$ cat src/rtl/wdt_pm_pkg.sv
package wdt_pm_pkg;

    typedef enum logic [2:0] {
        ST_OFF,
        ST_RUN,
        ST_SLEEP,
        ST_WAKE_HOLD,
        ST_BITE
    } wdt_state_e;

    localparam logic ADDR_SEL = 1'b0;
    localparam logic ADDR_SVC = 1'b1;

endpackage

$ cat src/rtl/wdt_pm_regs.sv
module wdt_pm_regs
    import wdt_pm_pkg::*;
#(
    parameter int SEL_W = 3,
    parameter int DATA_W = 8,
    parameter logic [DATA_W-1:0] KEY_ARM = 8'h1E,
    parameter logic [DATA_W-1:0] KEY_FIRE = 8'hE1
) (
    input  logic              clk,
    input  logic              rst_n,
    input  logic              bus_we,
    input  logic              bus_addr,
    input  logic [DATA_W-1:0] bus_wdata,
    input  logic              en_i,
    output logic [DATA_W-1:0] bus_rdata,
    output logic [SEL_W-1:0]  sel_o,
    output logic              svc_o
);

    localparam int PAD_W = DATA_W - SEL_W;

    logic             armed_q;
    logic [SEL_W-1:0] sel_q;

    // Key sequencer: 0x1E arms, an immediately following 0xE1 completes.
    always_ff @(posedge clk or negedge rst_n) begin
        if (!rst_n) begin
            armed_q <= 1'b0;
            sel_q   <= '0;
        end else if (bus_we) begin
            armed_q <= (bus_addr == ADDR_SVC) && (bus_wdata == KEY_ARM);
            if (bus_addr == ADDR_SEL) begin
                sel_q <= bus_wdata[SEL_W-1:0];
            end
        end
    end

    always_comb begin
        svc_o = bus_we && (bus_addr == ADDR_SVC) && armed_q && (bus_wdata == KEY_FIRE);
    end

    always_comb begin
        if (bus_addr == ADDR_SEL) begin
            bus_rdata = {{PAD_W{1'b0}}, sel_q};
        end else begin
            bus_rdata = {{(DATA_W-1){1'b0}}, en_i};
        end
    end

    assign sel_o = sel_q;

endmodule

$ cat src/rtl/wdt_pm_counter.sv
module wdt_pm_counter #(
    parameter int BASE_EXP = 14,
    parameter int SEL_W = 3,
    localparam int CNT_W = BASE_EXP + (1 << SEL_W) - 1
) (
    input  logic             clk,
    input  logic             rst_n,
    input  logic             clr_i,
    input  logic             adv_i,
    input  logic [SEL_W-1:0] sel_i,
    output logic             expire_o
);

    logic [CNT_W-1:0] count_q;
    logic [CNT_W:0]   one_sh;
    logic [CNT_W-1:0] last_q;

    // Window is 2^(BASE_EXP+S)-1 ticks; expiry fires on the tick that
    // takes the count from (window-1) to window.
    always_comb begin
        one_sh = {{CNT_W{1'b0}}, 1'b1} << (BASE_EXP + int'(sel_i));
        last_q = CNT_W'(one_sh - (CNT_W+1)'(2));
    end

    always_ff @(posedge clk or negedge rst_n) begin
        if (!rst_n) begin
            count_q <= '0;
        end else if (clr_i) begin
            count_q <= '0;
        end else if (adv_i) begin
            count_q <= count_q + 1'b1;
        end
    end

    assign expire_o = adv_i && (count_q >= last_q);

endmodule

$ cat src/rtl/wdt_pm_fsm.sv
module wdt_pm_fsm
    import wdt_pm_pkg::*;
#(
    parameter int RST_CLKS = 96,
    localparam int HOLD_W = $clog2(RST_CLKS + 1)
) (
    input  logic clk,
    input  logic rst_n,
    input  logic tick_i,
    input  logic idle_i,
    input  logic pdown_i,
    input  logic wake_irq_n,
    input  logic svc_i,
    input  logic expire_i,
    output logic cnt_clr_o,
    output logic cnt_adv_o,
    output logic en_o,
    output logic bite_o
);

    wdt_state_e        state_q, state_d;
    logic [HOLD_W-1:0] hold_q;
    logic              hold_done;

    assign hold_done = (hold_q == HOLD_W'(RST_CLKS - 1));

    always_ff @(posedge clk or negedge rst_n) begin
        if (!rst_n) begin
            state_q <= ST_OFF;
            hold_q  <= '0;
        end else begin
            state_q <= state_d;
            hold_q  <= (state_q == ST_BITE) ? hold_q + 1'b1 : '0;
        end
    end

    always_comb begin
        state_d = state_q;
        unique case (state_q)
            ST_OFF: begin
                if (svc_i) state_d = ST_RUN;
            end
            ST_RUN: begin
                if (svc_i)                    state_d = ST_RUN;
                else if (expire_i)            state_d = ST_BITE;
                else if (pdown_i && !idle_i)  state_d = ST_SLEEP;
            end
            ST_SLEEP: begin
                if (!pdown_i) state_d = wake_irq_n ? ST_RUN : ST_WAKE_HOLD;
            end
            ST_WAKE_HOLD: begin
                if (wake_irq_n) state_d = ST_RUN;
            end
            ST_BITE: begin
                if (hold_done) state_d = ST_OFF;
            end
            default: state_d = ST_OFF;
        endcase
    end

    always_comb begin
        bite_o    = (state_q == ST_BITE);
        en_o      = (state_q != ST_OFF);
        cnt_adv_o = (state_q == ST_RUN) && tick_i;
        cnt_clr_o = svc_i || (state_q == ST_OFF) || (state_q == ST_BITE);
    end

endmodule

$ cat src/rtl/wdt_pm_top.sv
module wdt_pm_top
    import wdt_pm_pkg::*;
#(
    parameter int BASE_EXP = 14,
    parameter int SEL_W = 3,
    parameter int DATA_W = 8,
    parameter int RST_CLKS = 96,
    parameter logic [DATA_W-1:0] KEY_ARM = 8'h1E,
    parameter logic [DATA_W-1:0] KEY_FIRE = 8'hE1,
    localparam int CNT_W = BASE_EXP + (1 << SEL_W) - 1
) (
    input  logic              clk,
    input  logic              rst_n,
    input  logic              tick_i,
    input  logic              idle_i,
    input  logic              pdown_i,
    input  logic              wake_irq_n,
    input  logic              bus_we,
    input  logic              bus_addr,
    input  logic [DATA_W-1:0] bus_wdata,
    output logic [DATA_W-1:0] bus_rdata,
    output logic              wdt_rst_o
);

    logic [SEL_W-1:0] sel;
    logic             svc;
    logic             en;
    logic             cnt_clr;
    logic             cnt_adv;
    logic             expire;

    wdt_pm_regs #(
        .SEL_W(SEL_W), .DATA_W(DATA_W), .KEY_ARM(KEY_ARM), .KEY_FIRE(KEY_FIRE)
    ) u_regs (
        .clk(clk), .rst_n(rst_n), .bus_we(bus_we), .bus_addr(bus_addr),
        .bus_wdata(bus_wdata), .en_i(en), .bus_rdata(bus_rdata),
        .sel_o(sel), .svc_o(svc)
    );

    wdt_pm_counter #(
        .BASE_EXP(BASE_EXP), .SEL_W(SEL_W)
    ) u_cnt (
        .clk(clk), .rst_n(rst_n), .clr_i(cnt_clr), .adv_i(cnt_adv),
        .sel_i(sel), .expire_o(expire)
    );

    wdt_pm_fsm #(
        .RST_CLKS(RST_CLKS)
    ) u_fsm (
        .clk(clk), .rst_n(rst_n), .tick_i(tick_i), .idle_i(idle_i),
        .pdown_i(pdown_i), .wake_irq_n(wake_irq_n), .svc_i(svc),
        .expire_i(expire), .cnt_clr_o(cnt_clr), .cnt_adv_o(cnt_adv),
        .en_o(en), .bite_o(wdt_rst_o)
    );

endmodule

$ cat config.mk
export PLATFORM = sky130hd
export DESIGN_NAME = wdt_pm_top
export DESIGN_NICKNAME = d
export VERILOG_FILES = /design/src/rtl/wdt_pm_pkg.sv /design/src/rtl/wdt_pm_regs.sv /design/src/rtl/wdt_pm_counter.sv /design/src/rtl/wdt_pm_fsm.sv /design/src/rtl/wdt_pm_top.sv
export SDC_FILE = /design/constraint.sdc
export NUM_CORES = 1
export LEC_CHECK = 0
export BUFFER_PORTS_ARGS = -buffer_cell sky130_fd_sc_hd__buf_4
export CORE_ASPECT_RATIO = 0.6
export CORE_MARGIN = 1.5
export CORE_UTILIZATION = 30
export CTS_BUF_LIST = sky130_fd_sc_hd__clkbuf_4
export DETAILED_ROUTE_END_ITERATION = 10
export GPL_TIMING_DRIVEN = 0
export SLEW_MARGIN = 30
export SYNTH_ARGS = -nofsm -noshare
export SYNTH_HDL_FRONTEND = slang
export SYNTH_SLANG_ARGS = --single-unit
$ cat constraint.sdc
create_clock -name clk -period 3.4 [get_ports clk]
set_input_delay 0.17 -clock clk [delete_from_list [all_inputs] [get_ports clk]]
set_output_delay 0.17 -clock clk [all_outputs]
set_load 0.02 [all_outputs]
==> flow_summary_export.csv, run 1 <==
group,metric,value,unit
drt,routed_wl,5.385,mm
clock_tree,cts_buffer_depth,2,
synthesis,ys_seq_area_frac,0.3570,
sta,fin_skew,19.80,ps
sta,period_share,0.9314,
synthesis,syn_area,2454,µm²
floorplan,ios,25,
drt,drt-pass1-iter-count,4,
clock_tree,clk_pin_slew_worst_paths,120,ps
setup_path,slowest_stage,"dfrtp_2",
drt,ant_nets,0,
synthesis,synth_flop_cell,"dfrtp_1",
final_layout,nNetsFinal,357,
floorplan,core-area,7914,µm²
drt,remaining_drc_errors,0,
final_layout,drive_above_1_share,0.1651,
clock_tree,cts_tree,"built",
placement,port_buffers,19,
floorplan,initial_core_util,0.3100,
synthesis,ys_ff_latch,35,
setup_path,crit_top_cell,"nand4_1",
synthesis,synthArstFlopShare,1.000,
final_layout,n_fill_cell,828,
job,cap_violations,0,
synthesis,syn_inst,271,
synthesis,synth_edf_count,0,
setup_path,slowest_delay,450,ps
synthesis,avgSynthCellArea,9.054,µm²
drt,dr.first_iter.drc_count,110,
global_routing,antenna_found_initial,0,
placement,place_area,2769,µm²
run_status,status,"finished, final reports clean",
sta,finalSetupViolCount,0,
sta,hold_viol,0,
floorplan,dieArea,8748,µm²
sta,drv_slew,0,
floorplan,row_count,25,
sta,min_period,3167,ps
setup_path,crit_fanout,5,
global_routing,grt_pass1_wl,9.135,mm
final_layout,fin_area,2940,µm²
drt,dr_total_vias,1995,
setup_path,crit_arrival,3430,ps
setup_path,criticalPathCategory,"flip-flop to flip-flop",
synthesis,yosysUniqueCellTypes,48,
floorplan,die_h,73.05,µm
global_routing,grt-ovfl-total,0,
floorplan,dieWidth,119.8,µm
power_and_ir_drop,powerDensity,405.6,nW/µm²
sta,holdWs,25.37,ps
clock_tree,root_buffer,"clkbuf_4",
synthesis,yosys_warnings,0,
placement,routabilityCongestion,0.8472,
global_routing,grt_max_degree,36,
final_layout,multi_input_area,1516,µm²
sta,setup_tns,0,ps
drt,via_per_inst,4.705,
clock_tree,clk_latency,370,ps
clock_tree,numCtsBuffers,5,
setup_path,cp_data_required_time,3670,ps
setup_path,start_kind,"flip-flop",
drt,wl_per_cell,12.70,µm
final_layout,syn_to_final_growth,19.84,%
global_routing,grt_use_total,0.1351,
power_and_ir_drop,ir_drop,0.1609,mV
worst_hold_path,hp-class,"input port to flip-flop",
clock_tree,htree_levels,2,
sta,max_freq,315.8,MHz
power_and_ir_drop,p_leak,1.408,nW
global_routing,grt_pass1_vias,1838,
setup_path,end_kind,"flip-flop",
final_layout,seqCellArea,877.1,µm²
setup_path,worstPathCellList,"clkinvlp_4 -> ha_4 -> inv_1 -> or3_1 -> xnor2_1 -> ha_1 -> nand4_1 -> nor4_1 -> o31ai_1 -> nand4_1 -> mux2_2 -> a21o_1",
clock_tree,clock_sinks,35,
placement,dp_hpwl,4.034,mm
[synth_stat cells, types with 3 or more instances]
library cell / instances / area, µm²
nor2_1: 37 / 138.9
dfrtp_1: 35 / 875.8
ha_1: 27 / 337.8
nand3_1: 17 / 85.08
nand2_1: 16 / 60.06
inv_1: 15 / 56.30
o21ai_0: 13 / 65.06
xor2_1: 13 / 113.9
xnor2_1: 12 / 105.1
a21oi_1: 11 / 55.05
nand4_1: 9 / 56.30
buf_4: 6 / 45.04
nor3_1: 6 / 30.03
and3_1: 5 / 31.28
or3_1: 4 / 25.02
buf_2: 3 / 15.01
[routing by layer]
layer,routed length [µm],vias up,GRT usage
met5,0,-,0
met1,3145,937,0.2128
met4,41,0,0.03175
met3,272,5,0.03828
met2,1926,24,0.1762
li1,-,1029,-
[stage by stage]
stage          instances  power (W)  worst slack, ps    util
2_1_floorplan        281  0.0007494            391.3       -
3_3_place_gp         408  0.0008506            51.82  0.3499
3_5_place_dp         408  0.0008548            34.17  0.3499
4_1_cts              418   0.001185            9.326  0.3627
5_1_grt              423   0.001283           -6.849  0.3712
6_report             424   0.001193            233.1  0.3715
[state kept, by name, indices dropped and copies added (netlist names)]
name / count
u_regs.armed_q: 1
u_cnt.count_q: 21
u_fsm.state_q: 3
u_fsm.hold_q: 7
u_regs.sel_o: 3
[power by group]
group / internal (W) / switching, W
clock: 0.000155 / 0.000166
sequential: 0.000443 / 0.0000205
combinational: 0.000166 / 0.000243
[kinds of logic after synthesis]
logic type	count (synthesis)	share of synthesized area
muxes	3	0.01326
other	1	0.001528
buffers and inverters	26	0.05048
DFF	35	0.3570
AOI/OAI and AO/OA	41	0.1005
and+or+nand+nor	113	0.2504
adders and majority gates	27	0.1377
xor gates and xnor gates	25	0.08924
[path summary, 6_finish.rpt]
| check | start | end | slack [ps] | depth (start not counted) |
|---|---|---|---|---|
| min in group asynchronous | rst_n | u_cnt.count_q[6] | 270 | 2 |
| min reg2reg | u_fsm.hold_q[0] | u_fsm.hold_q[0] | 510 | 1 |
| max | u_regs.sel_o[1] | u_fsm.state_q[1] | 230 | 12 |
| max reg2reg | u_regs.sel_o[1] | u_fsm.state_q[1] | 230 | 12 |
| max in group asynchronous | rst_n | u_regs.sel_o[1] | 2770 | 2 |
| min | bus_wdata[2] | u_regs.sel_o[2] | 30 | 3 |
[critical path: cells and delay by family, from the launching register on]
family / cells / cell delay [ps]
and+or+nand+nor: 4 / 1030
adders and majority gates: 2 / 600
DFF: 1 / 450
muxes: 1 / 340
AOI/OAI and AO/OA: 2 / 300
buffers and inverters: 2 / 220
xor gates and xnor gates: 1 / 140
[cell type report]
type                            count  area share
Multi-Input combinational cell    220      0.5157
Sequential cell                    35      0.2983
Timing Repair Buffer               26     0.06809
Tap cell                          108     0.04596
Buffer                             11     0.02298
Inverter                           15     0.02043
Clock inverter                      3     0.01489
Clock buffer                        5     0.01277
Antenna cell                        1   0.0008511
[layout by cell type (no fill, tap or decap), types with 4 or more instances in the layout]
cell / n
clkbuf_4: 5
a21oi_1: 11
ha_1: 26
nand2_1: 16
o21ai_0: 13
nand3_1: 17
buf_4: 30
nand4_1: 9
conb_1: 11
xnor2_1: 12
or3_1: 4
nor3_1: 6
dfrtp_1: 34
xor2_1: 13
inv_1: 14
nor2_1: 37
and3_1: 5
[repair_timing]
action	CTS	global route
buffers inserted	0	5
resized for setup	0	5
endpoints found under the setup margin	0	2
endpoints found under the hold margin	36	0
hold buffers	2	0
No activity file was read; power rests on OpenSTA's default activity.
==> run 2: changes to the inputs <==
--- a/config.mk
+++ b/config.mk
@@ -6,7 +6,7 @@
 export NUM_CORES = 1
 export LEC_CHECK = 0
 export BUFFER_PORTS_ARGS = -buffer_cell sky130_fd_sc_hd__buf_4
-export CORE_ASPECT_RATIO = 0.6
+export CORE_ASPECT_RATIO = 1.25
 export CORE_MARGIN = 1.5
 export CORE_UTILIZATION = 30
 export CTS_BUF_LIST = sky130_fd_sc_hd__clkbuf_4
==> run 2 against run 1 <==
Net effect:
- clock-buffer cell count stayed put
- via count stayed put
- worst hold slack better by 27 ps
- non-clock buffer count is 4 lower
- die area is 0.16% lower
- clock power is 33% lower
- final area is 2.9% lower
- clock skew is 3.5 ps lower
- flip-flop and latch count stayed put
- sequential power hardly changed
- critical path depth stayed put
==> flow_summary_export.csv, run 2 (synthesis gave the netlist of run 1 again) <==
group,metric,value,unit
sta,period_share,0.9250,
global_routing,use_met2,0.2258,
final_layout,nNetsFinal,353,
sta,min_period,3145,ps
power_and_ir_drop,ir_drop,0.2889,mV
setup_path,end_kind,"flip-flop",
clock_tree,cts_tree,"built",
placement,dp_hpwl,3.818,mm
clock_tree,clock_sinks,35,
clock_tree,numCtsBuffers,5,
setup_path,cp_data_required_time,3610,ps
sta,drv_slew,0,
clock_tree,clk_pin_slew_worst_paths,100,ps
drt,via_per_inst,4.926,
setup_path,crit_arrival,3360,ps
global_routing,gr-max-usage-layer,"met2",
setup_path,worstPathCellList,"inv_1 -> ha_4 -> inv_1 -> or3_1 -> xnor2_1 -> ha_1 -> nand4_1 -> nor3_1 -> a221oi_2 -> nand4_1 -> o21ai_2 -> mux2_1",
setup_path,crit_start,"u_regs.sel_o[2]",
placement,port_buffers,19,
drt,dr_total_vias,1995,
final_layout,final_common_cell,"nor2_1",
setup_path,crit_buf_inv,2,
final_layout,largest_reg_flops,21,
drt,wl_per_cell,12.29,µm
setup_path,criticalPathCategory,"flip-flop to flip-flop",
worst_hold_path,hp-class,"input port to flip-flop",
placement,place_ws,-99.70,ps
setup_path,crit_family,"simple AND/OR/NAND/NOR gates",
setup_path,crit_fanout,6,
drt,remaining_drc_errors,0,
final_layout,layout_common_cells,"37 x nor2_1, 34 x dfrtp_1, 27 x buf_4",
final_layout,top_regs,"u_cnt.count_q: 21 flops, u_fsm.hold_q: 7 flops",
floorplan,dieWidth,83.89,µm
final_layout,drive_above_1_share,0.1516,
sta,setup_tns,0,ps
run_status,status,"finished, final reports clean",
global_routing,grt_max_degree,36,
sta,hold_viol,0,
floorplan,dieArea,8734,µm²
final_layout,largest-register,"u_cnt.count_q",
placement,dp_cells,395,
sta,holdWs,52.38,ps
global_routing,antenna_found_initial,0,
sta,worst_slew_pin_slew,523.9,ps
setup_path,slowest_delay,390,ps
setup_path,slowest_stage,"dfrtp_1",
setup_path,start_kind,"flip-flop",
sta,finalSetupViolCount,0,
drt,dr.first_iter.drc_count,36,
drt,drt-pass1-iter-count,5,
global_routing,met1_usage,0.1396,
global_routing,grt_use_total,0.1208,
final_layout,finish.utilization,0.3621,
clock_tree,clk_latency,330,ps
floorplan,core-area,7883,µm²
global_routing,grt_pass1_vias,1912,
floorplan,ios,25,
final_layout,final_cells,405,
floorplan,row_count,36,
drt,routed_wl,4.979,mm
placement,routabilityCongestion,0.7871,
global_routing,grt_pass1_wl,8.680,mm
clock_tree,root_buffer,"clkbuf_4",
power_and_ir_drop,powerDensity,377.5,nW/µm²
floorplan,initial_core_util,0.3113,
global_routing,use_met3,0.01984,
sta,slew_headroom,0.6507,
sta,setup_slack,255.1,ps
sta,fin_skew,16.26,ps
final_layout,diodes,0,
power_and_ir_drop,p_leak,1.377,nW
global_routing,grt-ovfl-total,0,
clock_tree,htree_levels,2,
drt,ant_nets,0,
worst_hold_path,worstHoldStart,"bus_we",
job,cap_violations,0,
floorplan,die_h,104.1,µm
setup_path,timing.rr.start,"u_regs.sel_o[2]",
clock_tree,cts_buffer_depth,2,
final_layout,syn_to_final_growth,16.32,%
sta,max_freq,318.0,MHz
[run 2: metal layers]
| layer | up-vias | share of wire |
|---|---|---|
| met4 | 0 | 0.010 |
| met1 | 939 | 0.46 |
| met5 | - | 0 |
| met3 | 5 | 0.026 |
| li1 | 1020 | - |
| met2 | 31 | 0.51 |
[run 2: final timing paths]
kind                                      to  slack (ps)  cells past startpoint
max in group asynchronous    u_regs.sel_o[1]        2730                      2
hold / removal                u_regs.armed_q          50                      2
setup / recovery            u_fsm.state_q[0]         260                     12
setup reg to reg            u_fsm.state_q[0]         260                     12
min in group asynchronous  u_cnt.count_q[16]         340                      2
hold reg to reg              u_fsm.hold_q[0]         490                      1
[run 2: worst register-to-register path: stages (launching register included)]
cell	delay, ps
dfrtp_1	390
inv_1	140
ha_4	330
inv_1	60
or3_1	380
xnor2_1	140
ha_1	280
nand4_1	170
nor3_1	100
a221oi_2	350
nand4_1	210
o21ai_2	170
mux2_1	330
[run 2: per-stage QoR]
step                      power [W]  instance area, µm²
final                      0.001077                2854
after global placement    0.0008469                2753
after global routing       0.001170                2854
after detailed placement  0.0008536                2753
after floorplan           0.0007494                2491
after CTS                  0.001075                2816
[run 2: area by class of cell]
class / instances / area [µm²]
Clock inverter: 2 / 8.758
Fill cell: 786 / 5029
Buffer: 11 / 67.56
Clock buffer: 5 / 37.54
Timing Repair Buffer: 22 / 167.7
Sequential cell: 35 / 877.1
Tap cell: 95 / 118.9
Inverter: 15 / 56.30
Multi-Input combinational cell: 220 / 1520
[run 2: timing repair]
action / CTS / global route
endpoints found under the setup margin: 2 / 2
resized for setup: 2 / 3
cloned: 0 / 0
buffers inserted: 0 / 2
pin swaps: 0 / 1
endpoints found under the hold margin: 35 / 0
hold buffers: 1 / 0
[run 2: report_power, final]
group	total [W]	switching, W	internal, W
logic	0.000404	0.000242	0.000162
clock network	0.000214	0.000140	0.0000734
registers	0.000460	0.0000175	0.000443
total	0.00108	0.000399	0.000678
==> run 3: changes to the inputs <==
--- a/config.mk
+++ b/config.mk
@@ -12,6 +12,7 @@
 export CTS_BUF_LIST = sky130_fd_sc_hd__clkbuf_4
 export DETAILED_ROUTE_END_ITERATION = 10
 export GPL_TIMING_DRIVEN = 0
+export MAX_ROUTING_LAYER = met4
 export SLEW_MARGIN = 30
 export SYNTH_ARGS = -nofsm -noshare
 export SYNTH_HDL_FRONTEND = slang
==> run 3 against run 2 <==
Net effect:
- critical path depth unchanged
- clock skew about the same
- via count is the same
- critical path type unchanged
==> flow_summary_export.csv, run 3 (synthesis gave the netlist of run 1 again) <==
group,metric,value,unit
clock_tree,cts_buffer_depth,2,
sta,max_freq,317.9,MHz
clock_tree,htree_levels,2,
final_layout,fin_area,2854,µm²
power_and_ir_drop,power.total,0.001077,W
global_routing,grt_max_degree,36,
final_layout,largest_reg_flops,21,
worst_hold_path,hp-class,"input port to flip-flop",
setup_path,slowest_delay,390,ps
sta,slew_headroom,0.6507,
floorplan,dieArea,8734,µm²
floorplan,dieWidth,83.89,µm
drt,drt-pass1-iter-count,5,
sta,period_share,0.9251,
final_layout,largest-register,"u_cnt.count_q",
drt,wl_per_cell,12.29,µm
global_routing,grt_use_total,0.1240,
placement,dp_hpwl,3.818,mm
global_routing,grt_pass1_vias,1913,
clock_tree,clk_pin_slew_worst_paths,100,ps
sta,worst_slew_pin_slew,523.9,ps
job,cap_violations,0,
placement,routabilityCongestion,0.7981,
placement,dp_cells,395,
floorplan,core-area,7883,µm²
sta,finalSetupViolCount,0,
final_layout,final_cells,405,
clock_tree,clock_sinks,35,
setup_path,start_kind,"flip-flop",
final_layout,diodes,0,
placement,place_area,2753,µm²
drt,remaining_drc_errors,0,
setup_path,crit_family,"simple AND/OR/NAND/NOR gates",
power_and_ir_drop,p_leak,1.377,nW
final_layout,syn_to_final_growth,16.32,%
setup_path,cp_data_required_time,3610,ps
final_layout,finish.utilization,0.3621,
final_layout,drive_above_1_share,0.1516,
power_and_ir_drop,ir_drop,0.2889,mV
floorplan,initial_core_util,0.3113,
global_routing,grt_pass1_wl,8.666,mm
sta,setup_tns,0,ps
sta,hold_viol,0,
clock_tree,root_buffer,"clkbuf_4",
setup_path,crit_fanout,6,
final_layout,top_regs,"u_cnt.count_q: 21 flops, u_fsm.hold_q: 7 flops",
sta,drv_slew,0,
setup_path,end_kind,"flip-flop",
drt,routed_wl,4.979,mm
placement,port_buffers,19,
final_layout,final_common_cell,"nor2_1",
final_layout,layout_common_cells,"37 x nor2_1, 34 x dfrtp_1, 27 x buf_4",
setup_path,criticalPathCategory,"flip-flop to flip-flop",
floorplan,ios,25,
setup_path,crit_arrival,3360,ps
clock_tree,clk_latency,330,ps
drt,dr.first_iter.drc_count,36,
clock_tree,numCtsBuffers,5,
drt,via_per_inst,4.926,
floorplan,row_count,36,
global_routing,grt-ovfl-total,0,
floorplan,die_h,104.1,µm
setup_path,worstPathCellList,"inv_1 -> ha_4 -> inv_1 -> or3_1 -> xnor2_1 -> ha_1 -> nand4_1 -> nor3_1 -> a221oi_2 -> nand4_1 -> o21ai_2 -> mux2_1",
global_routing,antenna_found_initial,0,
clock_tree,cts_tree,"built",
setup_path,slowest_stage,"dfrtp_1",
sta,min_period,3145,ps
power_and_ir_drop,powerDensity,377.4,nW/µm²
run_status,status,"finished, final reports clean",
drt,ant_nets,0,
final_layout,nNetsFinal,353,
setup_path,crit_buf_inv,2,
drt,dr_total_vias,1995,
sta,fin_skew,16.64,ps
==> run 3: cell counts in the layout (fill, tap and decap cells not counted) <==
No cell type changed its count.
==> run 3: final timing paths <==
kind	depth (start not counted)	slack, ps	start	to
worst max register to register	12	250	u_regs.sel_o[2]	u_fsm.state_q[0]
worst min-delay path	2	50	bus_we	u_regs.armed_q
worst min register to register	1	490	u_fsm.hold_q[0]	u_fsm.hold_q[0]
worst max-delay path	12	250	u_regs.sel_o[2]	u_fsm.state_q[0]
min in group asynchronous	2	340	rst_n	u_cnt.count_q[16]
max in group asynchronous	2	2730	rst_n	u_regs.sel_o[1]
==> run 3: area by class of cell <==
cell class | count | area (µm²)
plain buffers | 11 | 67.56
clock buffers | 5 | 37.54
clock inverters | 2 | 8.758
fillers | 786 | 5029
inverters | 15 | 56.30
multi-input cells | 220 | 1520
flip-flops and latches | 35 | 877.1
well taps | 95 | 118.9
repair buffers | 22 | 167.7
==> run 3: power breakdown <==
part           leakage [nW]  total, W  switching [W]  internal, W
logic                 0.871  0.000404       0.000241     0.000162
registers             0.477  0.000460      0.0000175     0.000443
clock network        0.0285  0.000213       0.000140    0.0000734
total                  1.38   0.00108       0.000399     0.000678
==> run 3: what timing repair did <==
item	in CTS	in global routing
hold endpoints to repair	35	0
pin swaps	0	1
buffers inserted	0	2
hold buffers	1	0
gates resized for setup	2	3
setup endpoints to repair	2	2
==> run 3: stage by stage <==
step | setup slack, ps | hold WS, ps
finish | 254.6 | 52.33
global route | -20.82 | 34.31
CTS | 76.24 | 35.09
detailed placement | -99.70 | 155.5
global placement | -54.08 | 161.1
floorplan | 391.3 | -125.6
==> run 3: worst reg2reg max path, cell delays in order, from the launching register on <==
cell	delay, ps
dfrtp_1	390
inv_1	140
ha_4	330
inv_1	60
or3_1	380
xnor2_1	140
ha_1	280
nand4_1	170
nor3_1	100
a221oi_2	350
nand4_1	210
o21ai_2	170
mux2_1	330
==> run 3: metal layers <==
layer	up-vias	GRT usage	wire length (µm)
met5	-	-	0
met4	0	0.03513	52
met3	5	0.01984	128
met2	31	0.2258	2531
met1	939	0.1391	2266
li1	1020	-	-
